**config.mk**
```make
export PLATFORM = sky130hd
export DESIGN_NAME = ctl_out_seq
export DESIGN_NICKNAME = d
export VERILOG_FILES = /design/src/rtl/ctl_out_pkg.sv /design/src/rtl/ctl_out_fifo.sv /design/src/rtl/ctl_out_fsm.sv /design/src/rtl/ctl_out_csr.sv /design/src/rtl/ctl_out_seq.sv
export SDC_FILE = /design/constraint.sdc
export NUM_CORES = 1
export LEC_CHECK = 0
export BUFFER_PORTS_ARGS = -buffer_cell sky130_fd_sc_hd__buf_2
export CAP_MARGIN = 10
export CORE_MARGIN = 3
export CORE_UTILIZATION = 35
export CTS_BUF_LIST = sky130_fd_sc_hd__clkbuf_8 sky130_fd_sc_hd__clkbuf_16
export DETAILED_ROUTE_END_ITERATION = 16
export PLACE_DENSITY_LB_ADDON = 0.05
export REMOVE_ABC_BUFFERS = 1
export SYNTH_ARGS = -nofsm -noshare
export SYNTH_HDL_FRONTEND = slang
export SYNTH_SLANG_ARGS = --single-unit
```
**constraint.sdc**
```tcl
create_clock -name clk -period 7.2 [get_ports clk]
set_input_delay 0.36 -clock clk [delete_from_list [all_inputs] [get_ports clk]]
set_output_delay 0.36 -clock clk [all_outputs]
set_load 0.02 [all_outputs]
```
**src/rtl/ctl_out_pkg.sv**
```systemverilog
package ctl_out_pkg;

    typedef enum logic [1:0] {
        HS_ACK   = 2'd0,
        HS_NAK   = 2'd1,
        HS_STALL = 2'd2,
        HS_NONE  = 2'd3
    } hs_e;

    typedef enum logic [2:0] {
        ST_IDLE,
        ST_TOKEN,
        ST_DATA,
        ST_WAIT_HS,
        ST_HALT
    } seq_state_e;

    // Register bit positions
    localparam int BIT_PEND  = 0;
    localparam int BIT_GO    = 1;
    localparam int BIT_STALL = 2;
    localparam int BIT_FLUSH = 3;
    localparam int BIT_ERR   = 4;
    localparam int BIT_LVL   = 5;
    localparam int BIT_NAKTO = 7;

    localparam logic [7:0] STICKY_MASK = 8'b1001_0101;

endpackage

```
**src/rtl/ctl_out_fifo.sv**
```systemverilog
// Transmit FIFO with a packet base pointer: commit keeps the sent bytes
// consumed, rewind returns the read pointer to the packet start.
module ctl_out_fifo #(
    parameter int DW    = 8,
    parameter int DEPTH = 8            // power of two, at least 2
) (
    input  logic                     clk,
    input  logic                     rst_n,
    input  logic                     wr_en,
    input  logic [DW-1:0]            wr_data,
    input  logic                     pop,
    input  logic                     commit,
    input  logic                     rewind,
    input  logic                     flush,
    output logic [DW-1:0]            head,
    output logic [$clog2(DEPTH):0]   avail,
    output logic [$clog2(DEPTH):0]   level
);
    localparam int AW = $clog2(DEPTH);
    localparam logic [AW:0] FULL_LVL = (AW+1)'(DEPTH);

    logic [AW:0]   wr_q, rd_q, base_q;
    logic [DW-1:0] mem_q [DEPTH];
    logic          push;

    assign level = wr_q - base_q;
    assign avail = wr_q - rd_q;
    assign head  = mem_q[rd_q[AW-1:0]];
    assign push  = wr_en && (level != FULL_LVL) && !flush;

    always_ff @(posedge clk or negedge rst_n) begin
        if (!rst_n) begin
            wr_q   <= '0;
            rd_q   <= '0;
            base_q <= '0;
        end else if (flush) begin
            wr_q   <= '0;
            rd_q   <= '0;
            base_q <= '0;
        end else begin
            if (push)        wr_q   <= wr_q + 1'b1;
            if (rewind)      rd_q   <= base_q;
            else if (pop)    rd_q   <= rd_q + 1'b1;
            if (commit)      base_q <= rd_q;
        end
    end

    always_ff @(posedge clk) begin
        if (push) mem_q[wr_q[AW-1:0]] <= wr_data;
    end

    p_flush_empty_r10: assert property (@(posedge clk) disable iff (!rst_n)
        flush |=> (level == '0) && (avail == '0));

    p_rewind_keep_r11: assert property (@(posedge clk) disable iff (!rst_n)
        (rewind && !flush && !wr_en) |=> (avail == $past(level)) && $stable(level));

endmodule

```
**src/rtl/ctl_out_fsm.sv**
```systemverilog
// Attempt sequencer: token, data stream, handshake evaluation, retry and halt.
module ctl_out_fsm
    import ctl_out_pkg::*;
#(
    parameter int AW = 3,
    parameter int LW = 8
) (
    input  logic          clk,
    input  logic          rst_n,
    input  logic          pkt_rdy,
    input  logic          nak_to,
    input  logic [LW-1:0] nak_limit,
    input  logic          frame_tick,
    input  logic          tok_done,
    input  logic          tx_ready,
    input  logic          hs_valid,
    input  logic [1:0]    hs_code,
    input  logic [AW:0]   avail,
    input  logic          level_nz,
    output logic          tok_req,
    output logic          tx_valid,
    output logic          tx_last,
    output logic          tx_zero,
    output logic          pop,
    output logic          commit,
    output logic          rewind,
    output logic          busy_tx,
    output logic          ev_ack,
    output logic          ev_stall,
    output logic          ev_err,
    output logic          ev_nakto,
    output logic          ev_abort
);
    localparam logic [AW:0] ONE_BEAT = (AW+1)'(1);

    seq_state_e    state_q, state_d;
    logic [LW-1:0] frames_q;
    logic [1:0]    silent_q;
    logic          restart, nak_expired, hs_now;

    assign hs_now      = (state_q == ST_WAIT_HS) && hs_valid;
    assign nak_expired = (nak_limit != '0) && (frames_q >= nak_limit);
    assign restart     = ((state_q == ST_IDLE) && pkt_rdy) ||
                         ((state_q == ST_HALT) && !nak_to && level_nz);

    // State register
    always_ff @(posedge clk or negedge rst_n) begin
        if (!rst_n) state_q <= ST_IDLE;
        else        state_q <= state_d;
    end

    // Next state
    always_comb begin
        state_d = state_q;
        unique case (state_q)
            ST_IDLE:    if (pkt_rdy) state_d = ST_TOKEN;
            ST_TOKEN:   if (tok_done) state_d = ST_DATA;
            ST_DATA:    if (tx_ready && tx_last) state_d = ST_WAIT_HS;
            ST_WAIT_HS: if (hs_valid) begin
                unique case (hs_code)
                    HS_ACK,
                    HS_STALL: state_d = ST_IDLE;
                    HS_NAK:   state_d = nak_expired ? ST_HALT : ST_TOKEN;
                    HS_NONE:  state_d = (silent_q == 2'd2) ? ST_IDLE : ST_TOKEN;
                    default:  state_d = ST_IDLE;
                endcase
            end
            ST_HALT:    if (!nak_to) state_d = level_nz ? ST_TOKEN : ST_IDLE;
            default:    state_d = ST_IDLE;
        endcase
    end

    // Outputs and events
    always_comb begin
        tok_req  = 1'b0;
        tx_valid = 1'b0;
        tx_last  = 1'b0;
        tx_zero  = 1'b0;
        pop      = 1'b0;
        commit   = 1'b0;
        rewind   = 1'b0;
        ev_ack   = 1'b0;
        ev_stall = 1'b0;
        ev_err   = 1'b0;
        ev_nakto = 1'b0;
        ev_abort = 1'b0;
        busy_tx  = (state_q == ST_TOKEN) || (state_q == ST_DATA);
        unique case (state_q)
            ST_IDLE:    ;
            ST_TOKEN:   tok_req = 1'b1;
            ST_DATA: begin
                tx_valid = 1'b1;
                tx_last  = (avail <= ONE_BEAT);
                tx_zero  = (avail == '0);
                pop      = tx_ready && (avail != '0);
            end
            ST_WAIT_HS: if (hs_valid) begin
                unique case (hs_code)
                    HS_ACK:   begin commit = 1'b1; ev_ack = 1'b1; end
                    HS_STALL: begin rewind = 1'b1; ev_stall = 1'b1; end
                    HS_NAK:   begin rewind = 1'b1; ev_nakto = nak_expired; end
                    HS_NONE:  begin rewind = 1'b1; ev_err = (silent_q == 2'd2); end
                    default:  ;
                endcase
            end
            ST_HALT:    ev_abort = !nak_to && !level_nz;
            default:    ;
        endcase
    end

    // Frame and silent-try counters
    always_ff @(posedge clk or negedge rst_n) begin
        if (!rst_n) begin
            frames_q <= '0;
            silent_q <= '0;
        end else if (restart) begin
            frames_q <= '0;
            silent_q <= '0;
        end else begin
            if (frame_tick && (state_q != ST_IDLE) && (frames_q != '1))
                frames_q <= frames_q + 1'b1;
            if (hs_now && (hs_code == HS_NAK))
                silent_q <= '0;
            else if (hs_now && (hs_code == HS_NONE))
                silent_q <= (silent_q == 2'd2) ? 2'd0 : silent_q + 2'd1;
        end
    end

    p_stall_end_r2: assert property (@(posedge clk) disable iff (!rst_n)
        (hs_now && (hs_code == HS_STALL)) |=> (state_q == ST_IDLE) && !tok_req);

    p_silent_bound_r3: assert property (@(posedge clk) disable iff (!rst_n)
        silent_q != 2'd3);

    p_halt_quiet_r4: assert property (@(posedge clk) disable iff (!rst_n)
        ev_nakto |=> (state_q == ST_HALT) && !tok_req && !tx_valid);

    p_abort_idle_r6: assert property (@(posedge clk) disable iff (!rst_n)
        ev_abort |=> (state_q == ST_IDLE));

endmodule

```
**src/rtl/ctl_out_csr.sv**
```systemverilog
// Control/status register: go bit, sticky outcome bits, flush command, interrupt.
module ctl_out_csr
    import ctl_out_pkg::*;
(
    input  logic       clk,
    input  logic       rst_n,
    input  logic       wr_en,
    input  logic [7:0] wr_data,
    input  logic       ev_ack,
    input  logic       ev_stall,
    input  logic       ev_err,
    input  logic       ev_nakto,
    input  logic       ev_abort,
    input  logic       level_nz,
    input  logic       flush_block,
    output logic       pkt_rdy,
    output logic       nak_to,
    output logic       flush,
    output logic       ep_irq,
    output logic [7:0] rd_data
);
    logic [7:0] stk_q, stk_d, set_vec, clr_vec;
    logic       pkt_q, irq_q, ev_any, ev_end;

    assign ev_any = ev_ack || ev_stall || ev_err || ev_nakto;
    assign ev_end = ev_ack || ev_stall || ev_err || ev_abort;
    assign flush  = wr_en && wr_data[BIT_FLUSH] && !flush_block;

    always_comb begin
        set_vec            = '0;
        set_vec[BIT_PEND]  = ev_any;
        set_vec[BIT_STALL] = ev_stall;
        set_vec[BIT_ERR]   = ev_err;
        set_vec[BIT_NAKTO] = ev_nakto;
        clr_vec            = wr_en ? ~wr_data : '0;
        stk_d              = ((stk_q & ~clr_vec) | set_vec) & STICKY_MASK;
    end

    always_ff @(posedge clk or negedge rst_n) begin
        if (!rst_n) begin
            stk_q <= '0;
            pkt_q <= 1'b0;
            irq_q <= 1'b0;
        end else begin
            stk_q <= stk_d;
            irq_q <= ev_any;
            if (ev_end)                          pkt_q <= 1'b0;
            else if (wr_en && wr_data[BIT_GO])   pkt_q <= 1'b1;
        end
    end

    always_comb begin
        rd_data          = stk_q;
        rd_data[BIT_GO]  = pkt_q;
        rd_data[BIT_LVL] = level_nz;
    end

    assign pkt_rdy = pkt_q;
    assign nak_to  = stk_q[BIT_NAKTO];
    assign ep_irq  = irq_q;

    p_irq_pulse_r8: assert property (@(posedge clk) disable iff (!rst_n)
        ep_irq |=> !ep_irq);

    p_err_irq_r3: assert property (@(posedge clk) disable iff (!rst_n)
        $rose(stk_q[BIT_ERR]) |-> ep_irq && stk_q[BIT_PEND]);

    p_nakto_irq_r4: assert property (@(posedge clk) disable iff (!rst_n)
        $rose(stk_q[BIT_NAKTO]) |-> ep_irq && pkt_q);

    p_ack_clean_r7: assert property (@(posedge clk) disable iff (!rst_n)
        ev_ack |=> ep_irq && !pkt_q);

    p_abort_silent_r6: assert property (@(posedge clk) disable iff (!rst_n)
        ev_abort |=> !ep_irq && !pkt_q);

endmodule

```
**src/rtl/ctl_out_seq.sv**
```systemverilog
module ctl_out_seq
    import ctl_out_pkg::*;
#(
    parameter int DATA_W     = 8,
    parameter int FIFO_DEPTH = 64,
    parameter int LIMIT_W    = 8
) (
    input  logic               clk,
    input  logic               rst_n,
    input  logic               fifo_wr_en,
    input  logic [DATA_W-1:0]  fifo_wr_data,
    input  logic               csr_wr_en,
    input  logic [7:0]         csr_wr_data,
    output logic [7:0]         csr_rd_data,
    input  logic [LIMIT_W-1:0] nak_limit,
    input  logic               frame_tick,
    output logic               tok_req,
    output logic [3:0]         tok_ep,
    input  logic               tok_done,
    output logic               tx_valid,
    output logic [DATA_W-1:0]  tx_data,
    output logic               tx_last,
    output logic               tx_zero,
    input  logic               tx_ready,
    input  logic               hs_valid,
    input  logic [1:0]         hs_code,
    output logic               ep_irq
);
    localparam int AW = $clog2(FIFO_DEPTH);

    logic [AW:0] avail, level;
    logic        level_nz, pop, commit, rewind, flush, busy_tx;
    logic        pkt_rdy, nak_to;
    logic        ev_ack, ev_stall, ev_err, ev_nakto, ev_abort;

    assign level_nz = (level != '0);
    assign tok_ep   = 4'd0;

    ctl_out_fifo #(.DW(DATA_W), .DEPTH(FIFO_DEPTH)) u_fifo (
        .clk     (clk),
        .rst_n   (rst_n),
        .wr_en   (fifo_wr_en),
        .wr_data (fifo_wr_data),
        .pop     (pop),
        .commit  (commit),
        .rewind  (rewind),
        .flush   (flush),
        .head    (tx_data),
        .avail   (avail),
        .level   (level)
    );

    ctl_out_fsm #(.AW(AW), .LW(LIMIT_W)) u_fsm (
        .clk        (clk),
        .rst_n      (rst_n),
        .pkt_rdy    (pkt_rdy),
        .nak_to     (nak_to),
        .nak_limit  (nak_limit),
        .frame_tick (frame_tick),
        .tok_done   (tok_done),
        .tx_ready   (tx_ready),
        .hs_valid   (hs_valid),
        .hs_code    (hs_code),
        .avail      (avail),
        .level_nz   (level_nz),
        .tok_req    (tok_req),
        .tx_valid   (tx_valid),
        .tx_last    (tx_last),
        .tx_zero    (tx_zero),
        .pop        (pop),
        .commit     (commit),
        .rewind     (rewind),
        .busy_tx    (busy_tx),
        .ev_ack     (ev_ack),
        .ev_stall   (ev_stall),
        .ev_err     (ev_err),
        .ev_nakto   (ev_nakto),
        .ev_abort   (ev_abort)
    );

    ctl_out_csr u_csr (
        .clk         (clk),
        .rst_n       (rst_n),
        .wr_en       (csr_wr_en),
        .wr_data     (csr_wr_data),
        .ev_ack      (ev_ack),
        .ev_stall    (ev_stall),
        .ev_err      (ev_err),
        .ev_nakto    (ev_nakto),
        .ev_abort    (ev_abort),
        .level_nz    (level_nz),
        .flush_block (busy_tx),
        .pkt_rdy     (pkt_rdy),
        .nak_to      (nak_to),
        .flush       (flush),
        .ep_irq      (ep_irq),
        .rd_data     (csr_rd_data)
    );

    p_token_ep0_r1: assert property (@(posedge clk) disable iff (!rst_n)
        $rose(tok_req) |-> (tok_ep == 4'd0) && !tx_valid);

endmodule

```
==> impl_summary.md, run 1 <==
Outcome
The flow ran to the end, and the final reports show no timing, DRC or antenna violations.

Synth
For this run, the register share of the synthesized area comes to 0.7255. After synthesis, the mean cell area works out to between 15 and 20 um2. During synthesis, Yosys emitted a total of 0 warnings. The area of the mapped netlist is 22570 um2. The commonest cells after synthesis are edfxtp_1 (512), mux4_2 (168), nor2_1 (92), dfrtp_1 (40), nand2_1 (36). After synthesis, the share of flip-flops with an asynchronous set or reset is 0.07246. The share of Yosys cell area claimed by the top area cell type is 0.6812.

The number of standard cells after synthesis is roughly 1100. In this run, synthesis inferred 512 flip-flops with an integrated enable. By instance count, the leading cell after synthesis is edfxtp_1.

The synthesized design spends more area on one cell type than any other, namely edfxtp_1. Sorting the synthesized cells by area gives the leading types as edfxtp_1 (68%), mux4_2 (17%), dfrtp_1 (4.4%), nor2_1 (1.5%), ha_1 (1.3%). The count of unique library cells instantiated by Yosys is 61. The flip-flop cell with the highest count after synthesis is edfxtp_1.

The number of register bits inferred by synthesis is ~550.

Timing
The final setup TNS is 0 ns. In this run the tightest slew margin relative to its limit is 0.3184. The transition at the pin with the smallest max-transition slack is 1.022 ns. Based on the critical path, the design can be clocked at up to 224.9 MHz. The count of final hold-check violations was 0. On the final layout, the worst hold slack is 0.07793 ns. The max-slew violation count came to 0.

The clock skew is 0.02439 ns. The final-report setup violation count is 0. The worst setup slack after layout is 2.753 ns. Dividing the final minimum period by the clock period gives 0.6176. Setup repair after global routing left no endpoint under its margin. Subtracting the final worst setup slack from the clock period gives about 4.4 ns.

Floorplanning
In this run the standard cell core region covers 63430 um2. During I/O placement, the number of pins put on the boundary was 59. The number of placement rows is a little over 90. The initial utilization of the core area, before any placement, comes to 0.3559. The die covers around 68000 um2. The chip width is 260.0 um. The die height is 260.0 um.

Critical path
The type of the setup path with the least slack is reg2reg. The largest fanout on the critical path is 13. The startpoint type of the worst setup path is a flip-flop. The arrival time of data at the critical path endpoint is 4.68 ns. The worst setup path is captured at a flip-flop.

The data required time at the worst endpoint is about 7.4 ns.

CTS
Clock tree synthesis found a total of 552 sinks. TritonCTS created 59 clock buffers. CTS built an H-tree with a depth of 2.

The tree is rooted in a clkbuf_16. Clock-pin slew was measured on the worst setup and hold paths at 0.06 ns. In this run the deepest clock path goes through 3 buffers. For the worst-skew pair, the clock arrives at the later sink with an insertion delay of 0.61 ns. The TritonCTS clock tree is built. The quantity of gates resized following cts is 0.

Placed design
The number of buffers added on ports is 50. The worst-case setup slack after placement is 2.782 ns. The placed standard-cell area is between 20000 and 25000 um2. Routability-driven placement finished with a final weighted congestion of 0.7308.

The total half-perimeter wirelength after legalization and detailed placement is between 30000 and 40000 um.

Routing
The detailed-route DRC error count is 0. The routed design has 57100 um of wire. The via total after detailed routing is approximately 11000. The average detailed-routed wire length per instance is 27.14 um. The remaining antenna violation count after routing is 0. The number of search-and-repair iterations in the first detailed-routing pass is 5. Using the TritonRoute via totals, the vias-per-cell ratio works out to ~5.3. The detailed router finished its first iteration with 857 violations.

GRT
The number of global-route vias before repair is 11300. Entering global routing, the biggest net connects 88 pins. The initial antenna violation count came to 2. The first-pass GRT wire length is 82280 um. The residual overflow from global routing is 0. In the global route stage, overall resource usage came out at 0.1713.

Finish
The summed area of non-filler cells in the final layout is 25630 um2. The utilization after layout is 0.4041. 0 antenna diodes ended up in the layout.

The fraction of final layout cells with drive strength greater than 1 is 0.2544. The net count of the finished layout is 1273. The growth of design area from synthesis to finish is 13.56%.

Pwr
Power spread over the standard cell area amounts to 351.9 nW/um2. In this run the static leakage power is approximately 8.3 nW. The peak supply drop is 0.2287 mV.

Job
The number of max-cap violations is 0.

Min path
The tightest min-delay check is of the in2reg type.
[cell type report]
cell class	instances	area [um2]
Tap cell	846	1059
Multi-Input combinational cell	501	5797
Timing Repair Buffer	71	450.4
Clock buffer	62	1540
Fill cell	5645	37790
Inverter	30	112.6
Clock inverter	42	290.3
Sequential cell	552	16380
[metal layers]
metal / track usage / wire [um] / part of all wire / vias to the layer above
met3: 0.02220 / 2206 / 0.039 / 77
li1: - / - / - / 4827
met5: 0 / 0 / 0 / -
met1: 0.2510 / 26680 / 0.47 / 5922
met4: 0.03986 / 946 / 0.017 / 0
met2: 0.2734 / 27260 / 0.48 / 223
[worst paths after layout]
path / slack (ns) / startpoint / depth (start not counted) / endpoint
max reg2reg: 2.75 / u_fifo.wr_q[3] / 8 / u_fifo.mem_q[50][1]
min reg2reg: 0.51 / u_csr.stk_q[0] / 2 / u_csr.stk_q[0]
max in group asynchronous: 6.04 / rst_n / 2 / u_fifo.rd_q[1]
max: 2.75 / u_fifo.wr_q[3] / 8 / u_fifo.mem_q[50][1]
min in group asynchronous: 0.44 / rst_n / 2 / u_fsm.state_q[1]
min: 0.08 / csr_wr_data[1] / 3 / u_csr.pkt_rdy
[placed cells by master, fill, tap and decap left out, types with 3 or more instances in the layout]
| cell | Yosys | layout |
|---|---|---|
| buf_2 | 13 | 50 |
| a22o_1 | 7 | 7 |
| dlygate4sd3_1 | 0 | 7 |
| clkbuf_16 | 0 | 61 |
| dfrtp_1 | 40 | 37 |
| or4_1 | 3 | 3 |
| buf_4 | 9 | 12 |
| clkinv_1 | 0 | 16 |
| nor2_1 | 92 | 92 |
| and3_1 | 9 | 9 |
| o221ai_1 | 4 | 4 |
| a21oi_1 | 15 | 15 |
| clkinv_2 | 0 | 11 |
| o21ai_0 | 12 | 12 |
| o211ai_1 | 6 | 6 |
| xor2_1 | 6 | 6 |
| edfxtp_1 | 512 | 512 |
| nand2b_1 | 4 | 4 |
| ha_1 | 23 | 23 |
| conb_1 | 1 | 6 |
| inv_1 | 28 | 36 |
| o21ai_1 | 3 | 3 |
| nand4_1 | 12 | 12 |
| mux4_2 | 168 | 168 |
| nand2_1 | 36 | 36 |
| and2_1 | 6 | 6 |
| xnor2_1 | 9 | 9 |
| bufinv_16 | 0 | 4 |
| a21o_1 | 4 | 4 |
| nand3_1 | 13 | 13 |
| nand3b_1 | 4 | 4 |
| nor3_1 | 6 | 6 |
| or3_1 | 6 | 6 |
| a211oi_1 | 4 | 4 |
| mux2i_1 | 3 | 3 |
| nor2b_1 | 6 | 6 |
[worst max-delay path, stage by stage (launching register included)]
cell	delay, ns
dfrtp_1	0.72
ha_1	0.39
a21o_1	0.17
a21oi_1	0.22
a2111oi_0	0.14
a31o_1	0.23
nand3_1	0.25
nand4_1	0.83
nor2_1	1.09
[report_power, final]
| part | switching [mW] | leakage, nW | internal [mW] | total (mW) |
|---|---|---|---|---|
| registers | 0.144 | 5.14 | 3.62 | 3.76 |
| logic | 1.31 | 2.20 | 1.05 | 2.36 |
| clock network | 1.23 | 0.935 | 1.67 | 2.90 |
| total | 2.68 | 8.27 | 6.34 | 9.02 |
[registers in the layout, indices dropped and copies added, names as in the netlist]
signal and flops:
u_csr.pkt_rdy 1, u_fifo.wr_q 7, u_fifo.rd_q 7, u_fsm.silent_q 2
u_fifo.base_q 7, u_fsm.frames_q 8, u_fsm.state_q 3, u_csr.ep_irq 1
u_fifo.mem_q 512, u_csr.stk_q 4
[logic make-up (layout without fill, tap and decap cells)]
logic type,after synthesis,count (layout),share of synthesized area
flip-flops,552,552,0.7255
multiplexers,171,171,0.1690
AO/OA/AOI/OAI,78,78,0.02434
other,1,6,0.0001661
XOR/XNOR,15,15,0.005821
AND/OR/NAND/NOR,207,207,0.04307
buffers and inverters,96,205,0.01851
adder cells (fa/ha/maj),24,24,0.01364
[metrics by stage]
| stage | std cells | power [mW] |
|---|---|---|
| 3_5_place_dp | 1993 | 6.256 |
| 2_1_floorplan | 1083 | 5.519 |
| 4_1_cts | 2104 | 9.191 |
| 5_1_grt | 2104 | 9.437 |
| 6_report | 2104 | 9.020 |
| 3_3_place_gp | 1993 | 6.257 |
[repair_timing]
action	CTS	global route
hold endpoints to repair	45	0
setup buffers	0	0
endpoints found under the setup margin	0	0
hold buffers	7	0
No activity file was read; power rests on OpenSTA's default activity.
==> run 2, diff against run 1 <==
==> constraint.sdc (replaced) <==
create_clock -name clk -period 4 [get_ports clk]
set_input_delay 0.2 -clock clk [delete_from_list [all_inputs] [get_ports clk]]
set_output_delay 0.2 -clock clk [all_outputs]
set_load 0.02 [all_outputs]
==> impl_summary.md, run 2 (synthesis gave the netlist of run 1 again) <==
Pwr
The post-route total power is 16.81 mW (was 9.020 mW). The leakage power is 8.902 nW (was 8.274 nW). The power density over cell area was 630.8 nW/um2 (was 351.9 nW/um2). The peak supply drop came to 0.3523 mV (was 0.2287 mV).

Floorplanning
The number of placed I/O pins is 59 (unchanged). The area of the core was 63430 um2 (unchanged). The starting density of the core is 0.3559 (unchanged). The area of the die was 67570 um2 (unchanged). The chip width was 260.0 um (unchanged). The number of placement rows was 92 (unchanged). The die height is 260.0 um (unchanged).

Critical path
The largest fanout on the critical path is 36 (was 13). The end of the critical path is tx_data[3] (was u_fifo.mem_q[50][1]). The slowest cell on the critical path is dfrtp_4 (was nor2_1).

The endpoint kind of the worst setup timing path is an output port (was flip-flop). The reg-to-reg setup timing slack is 0.52 ns (was 2.75 ns). The cell count of the worst reg-to-reg path is 10 (was 8).

The delay contributed by the slowest stage of the critical path is 0.67 ns (was 1.09 ns). The startpoint type of the worst setup path is a flip-flop (unchanged). The critical register-to-register path endpoint is u_fifo.mem_q[63][2] (was u_fifo.mem_q[50][1]). Series of cell instances along the critical path: buf_12 -> mux4_2 -> mux4_2 -> mux4_2 -> buf_2 (was ha_1 -> a21o_1 -> a21oi_1 -> a2111oi_0 -> a31o_1 -> nand3_1 -> nand4_1 -> nor2_1).

The arrival time of data at the critical path endpoint is 3.63 ns (was 4.68 ns). The type of the setup path with the least slack was reg2out (was reg2reg). The dominant cell type by count on the critical path is mux4_2.

The source of the critical timing path was u_fifo.rd_q[0] (was u_fifo.wr_q[3]). The data required time at the worst endpoint was 3.80 ns (was 7.43 ns). The origin of the critical flop-to-flop path is u_fifo.wr_q[1] (was u_fifo.wr_q[3]).

Timing
The hold slack is 0.03864 ns (was 0.07793 ns). The worst relative slew slack came to 0.3529 (was 0.3184). Setup repair after global routing missed its margin: no (unchanged). The count of final hold-check violations is 0 (unchanged). The max-slew violation count came to 0 (unchanged). The worst setup slack after layout is 0.1693 ns (was 2.753 ns).

The minimum period implied by the final worst setup slack is 3.831 ns. The clock skew is 0.01582 ns (was 0.02439 ns). The highest clock frequency the design can meet is around 260 MHz.

In the finished design, the share of the clock period the worst path needs comes to 0.9577. The transition at the pin with the smallest max-transition slack is 0.9707 ns (was 1.022 ns). The final-report setup violation count is 0 (unchanged).

CTS
The clock latency of the later-clocked register in the worst-skew pair is 0.62 ns (was 0.61 ns). The clock input transition at the sequential cells of the worst setup and hold paths was 0.06 ns (about the same). The TritonCTS clock tree is built (unchanged). The level count of the clock H-tree came to 2 (unchanged).

The quantity of gates resized following cts came to 0 (unchanged). The maximum clock path buffer count is 3 (unchanged). The clock tree root buffer cell is clkbuf_16 (unchanged). The TritonCTS buffer count is 61 (was 59). The sink count of the clock tree was 552 (unchanged).

Outcome
Result of the run: finished, final reports clean (unchanged).

Finish
The net count of the finished layout is 1381 (was 1273). The total inserted antenna cells came to 0 (unchanged). The number of flip-flops under the largest register name came to 512 (unchanged). The fill cell total of the finished layout is 5623 (was 5645).

Highest-count cells in the layout ignoring fill and taps: edfxtp_1 (512), mux4_2 (168), buf_4 (104) (was edfxtp_1 (512), mux4_2 (168), nor2_1 (92)). The growth of design area from synthesis to finish is 18.03% (was 13.56%). The leading cell type in the layout, fill and taps excluded is edfxtp_1 (unchanged). The fraction of final layout cells with drive strength greater than 1 is 0.3093 (was 0.2544).

Placed design
The number of buffers added on ports was 50 (unchanged). The routability congestion estimate from global placement is 0.7590 (was 0.7308). The worst-case setup slack after placement came to 0.5309 ns (was 2.782 ns).

The total half-perimeter wirelength after legalization and detailed placement is 37320 um (was 33520 um).

Routing
The number of search-and-repair iterations in the first detailed-routing pass is 5 (unchanged). The number of violations reported at the end of detailed-routing iteration 0 came to 783 (was 857). The detailed-route DRC error count is 0 (unchanged). The average detailed-routed wire length per instance is 26.62 um (was 27.14 um). The via total after detailed routing was 11370 (was 11050). The routed wire length was 59090 um (was 57100 um). The detail-routed via count per cell is 5.121 (was 5.251). The remaining antenna violation count after routing came to 0 (unchanged).

GRT
The met3 usage in global routing is 0.02473 (was 0.02220). The met1 track utilization from global routing came to 0.2570 (was 0.2510). The number of global-route vias before repair was 12030 (was 11300).

The routing layer with the top usage in global route is met2 (unchanged). The first-pass GRT wire length is 85870 um (was 82280 um). The overall fraction of global-route tracks in use is 0.1782 (was 0.1713). The maximum number of pins on one net before global-route repair is 72 (was 88).

The residual overflow from global routing is 0 (unchanged). The initial antenna violation count is 0 (was 2). The global routing met2 resource utilization was 0.2848 (was 0.2734).

Min path
The class of the worst hold path was in2reg (unchanged).

Job
The number of max-cap violations is 0 (unchanged).
-- run 2: changes by cell type in the layout (fill, tap and decap cells not counted), sizes merged --
cell,before,now
buf,64,159
clkinvlp,1,0
bufinv,4,5
dlygate4sd3,7,18
clkbuf,62,67
clkinv,28,33
-- run 2: final cells by class --
| class | count | area (um2) | area share |
|---|---|---|---|
| repair buffers | 177 | 1319 | 0.04950 |
| clock inverters | 47 | 337.8 | 0.01268 |
| multi-input cells | 501 | 5797 | 0.2176 |
| flip-flops and latches | 552 | 16380 | 0.6150 |
| inverters | 30 | 112.6 | 0.004227 |
| well taps | 846 | 1059 | 0.03973 |
| clock buffers | 67 | 1632 | 0.06124 |
-- run 2: worst min path at each step --
stage | startpoint | endpoint | slack [ns] | depth (start not counted)
2_1_floorplan | rst_n | u_csr.ep_irq | -0.1 | 0
3_3_place_gp | rst_n | u_csr.stk_q[0] | 0.41 | 1
3_5_place_dp | rst_n | u_csr.stk_q[0] | 0.42 | 1
4_1_cts | csr_wr_data[3] | u_fifo.wr_q[4] | 0.007 | 3
5_1_grt | csr_wr_data[3] | u_fifo.wr_q[6] | 0.04 | 3
6_report | fifo_wr_data[7] | u_fifo.mem_q[22][7] | 0.04 | 1
-- run 2: power breakdown --
| part | total (mW) | switching (mW) | internal [mW] |
|---|---|---|---|
| clock | 5.51 | 2.29 | 3.22 |
| combinational | 4.59 | 2.53 | 2.06 |
| sequential | 6.70 | 0.190 | 6.51 |
-- run 2: repair_timing --
item	CTS	global route
setup buffers	1	0
hold endpoints to repair	53	0
endpoints found under the setup margin	5	0
hold buffers	18	0
-- run 2: stage by stage --
stage	setup TNS, ns	area [um2]	util	cells
global route	0	26640	0.4200	2220
global placement	0	24460	0.3857	2087
detailed placement	0	24460	0.3857	2087
floorplan	-55.84	22290	-	1083
finish	0	26640	0.4200	2220
CTS	0	26640	0.4200	2220
-- run 2: routing by layer --
layer,part of all wire,vias to the layer above
met5,0,-
met2,0.48,195
li1,-,5032
met4,0.021,0
met3,0.034,75
met1,0.47,6067
-- run 2: critical path: cells and delay by family (launching register included) --
| family | cells | cell delay [ns] |
|---|---|---|
| muxes | 3 | 1.73 |
| DFF | 1 | 0.67 |
| buffers and inverters | 2 | 0.54 |
==> run 3, diff against run 2 <==
==> constraint.sdc (replaced) <==
create_clock -name clk -period 4.1 [get_ports clk]
set_input_delay 0.205 -clock clk [delete_from_list [all_inputs] [get_ports clk]]
set_output_delay 0.205 -clock clk [all_outputs]
set_load 0.02 [all_outputs]
==> impl_summary.md, run 3 (synthesis gave the netlist of run 1 again) <==
Finish
The net count of the finished layout is 1374 (was 1381). The leading cell type in the layout, fill and taps excluded is edfxtp_1 (unchanged). The fill cell total of the finished layout was 5620 (was 5623). The number of flip-flops under the largest register name came to 512 (unchanged).

The growth of design area from synthesis to finish is 17.22% (was 18.03%). The area taken by flip-flops and latches is 16380 um2 (unchanged). The area of the multi-input gates was 5797 um2 (unchanged). The total inserted antenna cells came to 0 (unchanged). Highest-count cells in the layout ignoring fill and taps: edfxtp_1 (512), mux4_2 (168), buf_4 (97) (was edfxtp_1 (512), mux4_2 (168), buf_4 (104)).

The fraction of final layout cells with drive strength greater than 1 is 0.3003 (was 0.3093).

Floorplanning
The number of placement rows is 92 (unchanged). The area of the die was 67570 um2 (unchanged). The area of the core is 63430 um2 (unchanged). The starting density of the core is 0.3559 (unchanged). The die height is 260.0 um (unchanged). The chip width is 260.0 um (unchanged). The number of placed I/O pins is 59 (unchanged).

Timing
The transition at the pin with the smallest max-transition slack is 0.9753 ns (was 0.9707 ns). The worst relative slew slack is 0.3498 (was 0.3529). The count of final hold-check violations is 0 (unchanged). The clock skew is 0.01394 ns (was 0.01582 ns).

The final clock period utilization by the worst path is 0.9584. Setup repair after global routing missed its margin: no (unchanged). The highest clock frequency the design can meet is 254.5 MHz.

The final-report setup violation count is 0 (unchanged). The worst setup slack after layout came to 0.1704 ns (was 0.1693 ns). The max-slew violation count came to 0 (unchanged). The minimum period implied by the final worst setup slack is 3.930 ns.

GRT
The first-pass GRT wire length is 84530 um (was 85870 um). The number of global-route vias before repair came to 11850 (was 12030). The overall fraction of global-route tracks in use is 0.1756 (was 0.1782). The residual overflow from global routing is 0 (unchanged). The maximum number of pins on one net before global-route repair is 65 (was 72). The initial antenna violation count came to 1 (was 0).

CTS
The TritonCTS buffer count is 60 (was 61). The TritonCTS clock tree is built (unchanged). The quantity of gates resized following cts came to 0 (unchanged). The sink count of the clock tree is 552 (unchanged). The maximum clock path buffer count is 3 (unchanged).

The clock input transition at the sequential cells of the worst setup and hold paths is 0.06 ns (about the same). The level count of the clock H-tree came to 2 (unchanged). The clock tree root buffer cell is clkbuf_16 (unchanged). The clock latency of the later-clocked register in the worst-skew pair is 0.62 ns (about the same). The count of buffers added by post-CTS timing repair for setup was 0 (was 1).

Critical path
The origin of the critical flop-to-flop path is u_fifo.wr_q[1] (unchanged). The endpoint kind of the worst setup timing path is an output port (unchanged). The data required time at the worst endpoint is 3.89 ns (was 3.80 ns). The type of the setup path with the least slack is reg2out (unchanged). The largest fanout on the critical path is 44 (was 36).

Series of cell instances along the critical path: buf_12 -> mux4_2 -> mux4_2 -> mux4_2 -> buf_2 (unchanged). The slowest cell on the critical path was dfrtp_4 (unchanged). The cell count of the worst reg-to-reg path is 9 (was 10).

The critical register-to-register path endpoint is u_fifo.mem_q[15][2] (was u_fifo.mem_q[63][2]). The dominant cell type by count on the critical path is mux4_2 (unchanged). The total buffers and inverters traversed by the critical path came to 2 (unchanged).

The largest delay contributor family on the critical path is multiplexers (unchanged). The arrival time of data at the critical path endpoint came to 3.72 ns (was 3.63 ns). The end of the critical path is tx_data[3] (unchanged). The reg-to-reg setup timing slack is 0.60 ns (was 0.52 ns). The startpoint type of the worst setup path was a flip-flop (unchanged).

The critical path depth in cells is 5 (unchanged). The delay contributed by the slowest stage of the critical path is 0.68 ns (was 0.67 ns). The source of the critical timing path was u_fifo.rd_q[0] (unchanged).

Outcome
Result of the run: finished, final reports clean (unchanged).

Routing
The average detailed-routed wire length per instance was 26.30 um (was 26.62 um). The number of violations reported at the end of detailed-routing iteration 0 is 928 (was 783). The number of search-and-repair iterations in the first detailed-routing pass is 6 (was 5). The routed wire length was 58070 um (was 59090 um). The detail-routed via count per cell is 5.141 (was 5.121). The detailed-route DRC error count is 0 (unchanged). The via total after detailed routing is 11350 (was 11370). The remaining antenna violation count after routing came to 0 (unchanged).

Placed design
The total half-perimeter wirelength after legalization and detailed placement is 36330 um (was 37320 um). The routability congestion estimate from global placement is 0.7443 (was 0.7590). The worst-case setup slack after placement was 0.5450 ns (was 0.5309 ns).

The number of buffers added on ports is 50 (unchanged).

Pwr
The share of total power consumed by net switching is 0.3001 (was 0.2979). The post-route total power is 16.03 mW (was 16.81 mW). The peak supply drop is 0.3274 mV (was 0.3523 mV).

The leakage power is 8.796 nW (was 8.902 nW). The clock group share of total power is 0.318 (was 0.328). The share of total power in combinational logic is 0.272 (was 0.273). The switching power total was 4.810 mW (was 5.007 mW). The part of the power in registers is 0.409 (was 0.399). The power density over cell area is 605.9 nW/um2 (was 630.8 nW/um2).

The internal power component is 11.22 mW (was 11.80 mW).

Min path
The class of the worst hold path is in2reg (unchanged).

Job
The number of max-cap violations is 0 (unchanged).
run 3: through the flow:
stage | instance area (um2) | utilization | instances | hold WS, ns | setup TNS (ns)
finish | 26460 | 0.4171 | 2208 | 0.04512 | 0
CTS | 26460 | 0.4171 | 2208 | 0.0008567 | 0
global placement | 24410 | 0.3849 | 2080 | 0.4192 | 0
global route | 26460 | 0.4171 | 2208 | 0.03020 | 0
detailed placement | 24410 | 0.3849 | 2080 | 0.4389 | 0
floorplan | 22290 | - | 1083 | -0.09059 | -53.99
run 3: worst reg2reg max path, cell delays in order (launching register included):
cell and delay, ns:
dfrtp_1 0.56, ha_1 0.32, nor2b_1 0.15, o21ai_1 0.24, nand2_1 0.09, a211o_1 0.32, and3_1 0.19, or3_1 0.42
buf_12 0.18, nor2_1 0.66
run 3: area by class of cell:
| type | count | share of cell area |
|---|---|---|
| Clock inverter | 48 | 0.01305 |
| Clock buffer | 60 | 0.05675 |
| Timing Repair Buffer | 171 | 0.04757 |
| Multi-Input combinational cell | 501 | 0.2191 |
| Tap cell | 846 | 0.04001 |
| Inverter | 30 | 0.004256 |
| Sequential cell | 552 | 0.6193 |
run 3: how the worst min path moves through the flow:
stage / from / to / slack [ns] / depth (start not counted)
floorplan: rst_n / u_csr.ep_irq / -0.09 / 0
detailed placement: rst_n / u_csr.stk_q[2] / 0.44 / 1
finish: fifo_wr_data[1] / u_fifo.mem_q[23][1] / 0.05 / 1
global placement: rst_n / u_csr.stk_q[0] / 0.42 / 1
CTS: fifo_wr_data[1] / u_fifo.mem_q[23][1] / 0.0009 / 1
global route: csr_wr_data[3] / u_fifo.wr_q[6] / 0.03 / 3
run 3: repair_timing:
action | 4_1_cts | 5_1_grt
hold buffers | 20 | 0
hold endpoints to repair | 55 | 0
endpoints found under the setup margin | 0 | 0
run 3: power groups by stage:
stage	clock (mW)	combinational [mW]	sequential, mW
floorplan	0	2.55	6.96
global placement	0	4.44	6.68
detailed placement	0	4.45	6.68
CTS	5.28	4.50	6.56
global route	5.51	4.71	6.58
finish	5.10	4.37	6.56
run 3: per-layer routing:
| layer | global-route usage | part of all wire |
|---|---|---|
| met5 | 0 | 0.00022 |
| met4 | 0.04469 | 0.021 |
| met3 | 0.02454 | 0.033 |
| met2 | 0.2880 | 0.49 |
| met1 | 0.2478 | 0.46 |
